$ cat src/rtl/can_destuff_pkg.sv
package can_destuff_pkg;

   // Implementation choice for the raw-bit run history.
   typedef enum logic [0:0] {
      HIST_COUNT  = 1'b0,
      HIST_WINDOW = 1'b1
   } hist_kind_e;

   // Classification of one accepted raw bit.
   typedef struct packed {
      logic fwd;    // forwarded as a frame bit
      logic drop;   // removed stuff bit
      logic err;    // stuff position violated
   } bit_class_t;

endpackage

$ cat src/rtl/can_destuff_run.sv
module can_destuff_run
   import can_destuff_pkg::*;
#(
   parameter int         RUN_LEN = 5,
   parameter hist_kind_e KIND    = HIST_COUNT
) (
   input  logic clk,
   input  logic rst_n,
   input  logic adv,       // a raw bit is accepted
   input  logic clr,       // accepted bit opens a new frame
   input  logic bit_in,
   output logic full_run,  // the last RUN_LEN raw bits are identical
   output logic run_bit    // value of the most recent raw bit
);

   localparam int CW = $clog2(RUN_LEN + 1);
   localparam logic [CW-1:0] LIMIT = CW'(RUN_LEN);
   localparam logic [CW-1:0] ONE   = CW'(1);

   generate
      if (KIND == HIST_COUNT) begin : g_count
         logic [CW-1:0] len_q;
         logic          val_q;

         always_ff @(posedge clk or negedge rst_n) begin
            if (!rst_n) begin
               len_q <= '0;
               val_q <= 1'b1;
            end else if (adv) begin
               val_q <= bit_in;
               if (clr) begin
                  len_q <= ONE;
               end else if ((bit_in == val_q) && (len_q != '0)) begin
                  if (len_q != LIMIT) begin
                     len_q <= len_q + ONE;
                  end
               end else begin
                  len_q <= ONE;
               end
            end
         end

         assign full_run = (len_q == LIMIT);
         assign run_bit  = val_q;
      end else begin : g_window
         logic [RUN_LEN-1:0] win_q;
         logic [CW-1:0]      fill_q;
         logic               same_w;

         always_ff @(posedge clk or negedge rst_n) begin
            if (!rst_n) begin
               win_q  <= '1;
               fill_q <= '0;
            end else if (adv) begin
               win_q <= {win_q[RUN_LEN-2:0], bit_in};
               if (clr) begin
                  fill_q <= ONE;
               end else if (fill_q != LIMIT) begin
                  fill_q <= fill_q + ONE;
               end
            end
         end

         assign same_w   = (win_q == '0) || (win_q == '1);
         assign full_run = (fill_q == LIMIT) && same_w;
         assign run_bit  = win_q[0];
      end
   endgenerate

endmodule

$ cat src/rtl/can_destuff_index.sv
module can_destuff_index #(
   parameter int IDX_W = 8
) (
   input  logic             clk,
   input  logic             rst_n,
   input  logic             adv,
   input  logic             clr,
   input  logic             drop,
   output logic [IDX_W-1:0] raw_idx,  // raw position of the current bit
   output logic [IDX_W-1:0] bit_idx   // destuffed position of the current bit
);

   localparam logic [IDX_W-1:0] STEP = IDX_W'(1);

   logic [IDX_W-1:0] raw_next_q;
   logic [IDX_W-1:0] bit_next_q;

   assign raw_idx = clr ? '0 : raw_next_q;
   assign bit_idx = clr ? '0 : bit_next_q;

   always_ff @(posedge clk or negedge rst_n) begin
      if (!rst_n) begin
         raw_next_q <= '0;
         bit_next_q <= '0;
      end else if (adv) begin
         raw_next_q <= raw_idx + STEP;
         bit_next_q <= drop ? bit_idx : (bit_idx + STEP);
      end
   end

endmodule

$ cat src/rtl/can_destuff_classify.sv
module can_destuff_classify
   import can_destuff_pkg::*;
(
   input  logic       adv,
   input  logic       clr,
   input  logic       off,
   input  logic       bit_in,
   input  logic       full_run,
   input  logic       run_bit,
   output bit_class_t cls
);

   logic at_pos;

   // A frame-opening bit never sits at a stuff position.
   assign at_pos   = adv && full_run && !clr && !off;
   assign cls.drop = at_pos && (bit_in != run_bit);
   assign cls.err  = at_pos && (bit_in == run_bit);
   assign cls.fwd  = adv && !cls.drop;

endmodule

$ cat src/rtl/can_bit_destuffer.sv
module can_bit_destuffer
   import can_destuff_pkg::*;
#(
   parameter int         RUN_LEN   = 5,
   parameter int         IDX_W     = 8,
   parameter hist_kind_e HIST_KIND = HIST_COUNT
) (
   input  logic             clk,
   input  logic             rst_n,
   input  logic             raw_valid,
   input  logic             raw_bit,
   input  logic             frame_start,
   input  logic             stuff_off,
   output logic             dst_valid,
   output logic             dst_bit,
   output logic             dst_stuff,
   output logic             stuff_err,
   output logic [IDX_W-1:0] dst_raw_idx,
   output logic [IDX_W-1:0] dst_bit_idx
);

   generate
      if (RUN_LEN < 2) begin : g_bad_run
         $error("can_bit_destuffer: RUN_LEN must be at least 2");
      end
      if (IDX_W < 2) begin : g_bad_idx
         $error("can_bit_destuffer: IDX_W must be at least 2");
      end
   endgenerate

   logic             clr_w;
   logic             full_w;
   logic             last_w;
   bit_class_t       cls_w;
   logic [IDX_W-1:0] raw_idx_w;
   logic [IDX_W-1:0] bit_idx_w;

   assign clr_w = raw_valid && frame_start;

   can_destuff_run #(
      .RUN_LEN (RUN_LEN),
      .KIND    (HIST_KIND)
   ) u_run (
      .clk      (clk),
      .rst_n    (rst_n),
      .adv      (raw_valid),
      .clr      (clr_w),
      .bit_in   (raw_bit),
      .full_run (full_w),
      .run_bit  (last_w)
   );

   can_destuff_classify u_cls (
      .adv      (raw_valid),
      .clr      (clr_w),
      .off      (stuff_off),
      .bit_in   (raw_bit),
      .full_run (full_w),
      .run_bit  (last_w),
      .cls      (cls_w)
   );

   can_destuff_index #(
      .IDX_W (IDX_W)
   ) u_idx (
      .clk     (clk),
      .rst_n   (rst_n),
      .adv     (raw_valid),
      .clr     (clr_w),
      .drop    (cls_w.drop),
      .raw_idx (raw_idx_w),
      .bit_idx (bit_idx_w)
   );

   always_ff @(posedge clk or negedge rst_n) begin
      if (!rst_n) begin
         dst_valid   <= 1'b0;
         dst_bit     <= 1'b0;
         dst_stuff   <= 1'b0;
         stuff_err   <= 1'b0;
         dst_raw_idx <= '1;
         dst_bit_idx <= '1;
      end else begin
         dst_valid <= cls_w.fwd;
         dst_stuff <= cls_w.drop;
         stuff_err <= cls_w.err;
         if (raw_valid) begin
            dst_bit     <= raw_bit;
            dst_raw_idx <= raw_idx_w;
            dst_bit_idx <= bit_idx_w;
         end
      end
   end

endmodule

$ cat config.mk
export PLATFORM = sky130hd
export DESIGN_NAME = can_bit_destuffer
export DESIGN_NICKNAME = d
export VERILOG_FILES = /design/src/rtl/can_destuff_pkg.sv /design/src/rtl/can_destuff_run.sv /design/src/rtl/can_destuff_index.sv /design/src/rtl/can_destuff_classify.sv /design/src/rtl/can_bit_destuffer.sv
export SDC_FILE = /design/constraint.sdc
export NUM_CORES = 1
export LEC_CHECK = 0
export ABC_AREA = 1
export BUFFER_PORTS_ARGS = -buffer_cell sky130_fd_sc_hd__buf_2
export CORE_MARGIN = 1
export CORE_UTILIZATION = 30
export CTS_BUF_LIST = sky130_fd_sc_hd__clkbuf_4
export DETAILED_ROUTE_END_ITERATION = 8
export PLACE_DENSITY = 0.48
export SYNTH_ARGS = -nofsm -noshare
export SYNTH_HDL_FRONTEND = slang
export SYNTH_HIERARCHICAL = 1
export SYNTH_SLANG_ARGS = --single-unit
$ cat constraint.sdc
create_clock -name clk -period 2.25 [get_ports clk]
set_clock_uncertainty 0.1 [all_clocks]
set_input_delay 0.225 -clock clk [delete_from_list [all_inputs] [get_ports clk]]
set_output_delay 0.225 -clock clk [all_outputs]
set_load 0.03 [all_outputs]
==> results.json <==
{
  "slew_headroom": 0.442,
  "hold_viol": 0,
  "rsz0062_at_grt": "no",
  "ir_drop_mv": 0.222,
  "powerDensity_mw_per_mm2": 800,
  "worst_pin_slew_ps": 836,
  "place_area_mm2": 0.00235,
  "dpl.hpwl_um": 3000,
  "final_common_cell": "nand2_1",
  "cts_tree": "done",
  "fmax_mhz": 536,
  "crit_top_cell": "nand2_1",
  "pin_count": 26,
  "critical-path-max-stage-delay_ps": 450,
  "power.leakage_nw": 1.34,
  "ys_warn_count": 6,
  "yosysSeqAreaShare": 0.481,
  "drt_iter0_drc": 55,
  "nFillCells": 745,
  "post-place-cells": 395,
  "hp-class": "in2reg",
  "cp_cell_sequence": "ha_1 -> nand2_1 -> inv_2 -> nand2_1 -> nor2_1 -> and2_1 -> inv_1 -> nand3_1 -> nor2_4 -> nand3_1 -> nand2_1 -> nand2_1",
  "num_antenna_cells": 0,
  "rr_worst_depth": 12,
  "r2r_slack_ps": 390,
  "start_util": 0.311,
  "startpoint": "u_run/g_count.len_q[0]",
  "final-instance-count-excl-fill": 404,
  "arrival_ps": 2040,
  "drive_gt1_frac": 0.240,
  "core_area_mm2": 0.00683,
  "syn-cell-area_mm2": 0.00213,
  "post_cts_buffers": 0,
  "overflow": 0,
  "crit_required_ps": 2420,
  "reg2reg_from": "u_run/g_count.len_q[0]",
  "portBuffers": 25,
  "routed_wl_um": 4140,
  "die_area_mm2": 0.00743,
  "place_congestion": 0.745,
  "fin_crit_sh": 0.829,
  "grt_max_degree": 37,
  "grt_pass1_vias": 1544,
  "synth-seq-cells": 40,
  "grt_pass1_wl_um": 7060,
  "avgSynthCellArea_um2": 7.73,
  "maxCapViolCount": 0,
  "firstDrtPassIters": 4,
  "cts.repair.resized": 0,
  "crit_family": "simple AND/OR/NAND/NOR gates",
  "min_path_cells": 4,
  "clk_pin_slew_worst_paths_ps": 140,
  "die_height_um": 86.2,
  "synth_nets": 286,
  "total_power_mw": 1.95,
  "antenna_found_initial": 0,
  "min_period_ps": 1860,
  "worst_path_max_delay_cell": "dfrtp_1",
  "drv_slew": 0,
  "synth_cell_types": 28,
  "crit_type": "reg2reg",
  "clock_sinks": 40,
  "wl_per_cell_um": 10.2,
  "synth_top_area_share": 0.271,
  "end_kind": "flip-flop",
  "finalSetupViolCount": 0,
  "final_cell_mix": "nand2_1, inv_1, buf_2",
  "fin_tns_setup_ps": 0,
  "root_buffer": "clkbuf_4",
  "critPathLaunchType": "flip-flop",
  "die_w_um": 86.2,
  "r2r_end": "u_idx/bit_next_q[7]",
  "hold_end": "stuff_err",
  "drc": 0,
  "clock_latency_ps": 360,
  "track_usage": 0.120,
  "synth_top_area_cell": "dfrtp_1",
  "status": "completed",
  "numCtsBuffers": 5,
  "nets": 318,
  "min_from": "stuff_off",
  "synthTopCellsByArea": "dfrtp_1, dfstp_2, nand2_1",
  "critical_path.max_fanout": 6,
  "path_buf_inv": 2,
  "syn_inst": 275,
  "h-tree-depth": 2,
  "fin_area_mm2": 0.00244,
  "viasPerCell": 4.13,
  "syn_to_final_growth_pct": 14.7,
  "clk_path_buf_depth": 2,
  "ant_nets": 0,
  "row_count": 30,
  "vias": 1670
}
## flip-flops by register name, summed over array words and instances (netlist names)
name / flops
dst_bit_idx: 8
dst_raw_idx: 8
u_idx/bit_next_q: 8
u_idx/raw_next_q: 8
u_run/g_count.len_q: 3
dst_bit: 1
dst_stuff: 1
dst_valid: 1
stuff_err: 1
u_run/run_bit: 1
## logic make-up (layout without fill, tap and decap cells)
group,Yosys count,after routing,share of synthesized area
compound gates,8,8,0.0253
xor+xnor,5,5,0.0206
fa+ha+maj,5,5,0.0294
buf+inv,49,82,0.108
flops,40,40,0.481
simple gates,168,168,0.336
## worst max path at each step
stage | depth (start not counted) | slack, ps | end
after global placement | 12 | 430 | u_idx/bit_next_q[7]
after floorplan | 12 | 440 | u_idx/raw_next_q[6]
after CTS | 12 | 370 | u_idx/bit_next_q[6]
after detailed placement | 12 | 390 | u_idx/bit_next_q[6]
after global routing | 12 | 170 | u_idx/bit_next_q[7]
final | 12 | 390 | u_idx/bit_next_q[7]
## layer usage
layer  up-vias  track usage  wire (um)
met5         -            0          0
met4         0       0.0455         71
met3         6       0.0229         83
met1       758        0.150       2030
met2        18        0.207       1960
li1        888            -          -
## repair_timing
item	in CTS	in global routing
hold buffers	1	0
hold endpoints to repair	23	0
setup endpoints to repair	0	0
## through the flow
stage               setup slack (ps)  hold WS (ps)  utilization
floorplan                        438          -171            -
global placement                 428           285        0.344
detailed placement               389           282        0.344
CTS                              371          5.09        0.357
global route                     174          16.5        0.357
finish                           386          16.2        0.357
## cell usage after synthesis
cell / count
nand2_1: 111
inv_2: 4
a21oi_1: 2
dfrtp_1: 23
a21oi_4: 1
dfstp_2: 17
nor2_2: 2
inv_8: 1
inv_1: 37
o21ai_0: 4
buf_8: 1
nand2_2: 7
and2_1: 1
clkbuf_8: 1
buf_4: 2
xor2_1: 4
nor2_1: 22
clkinv_1: 1
nor3_1: 2
nand3_2: 1
buf_2: 1
nor2_4: 3
nand3_1: 16
xnor2_1: 1
o211ai_1: 1
ha_1: 5
buf_6: 1
nand4_1: 3
## layout make-up
type	instances	area [um2]	share of cell area
inverters	43	169	0.0693
repair buffers	31	173	0.0708
multi-input cells	186	875	0.359
clock buffers	5	37.5	0.0154
clock inverters	3	42.5	0.0174
flip-flops and latches	40	1020	0.419
well taps	96	120	0.0493
## power breakdown
part           leakage (nW)  switching [mW]  internal (mW)
clock                0.0412           0.259          0.232
combinational         0.819           0.341          0.166
sequential            0.478          0.0816          0.871
## tightest hold or removal path: cells and delay by family
family	cells	cell delay [ps]
AND/OR/NAND/NOR	2	120
buffers and inverters	2	110
Power figures use the tool's default switching activity.
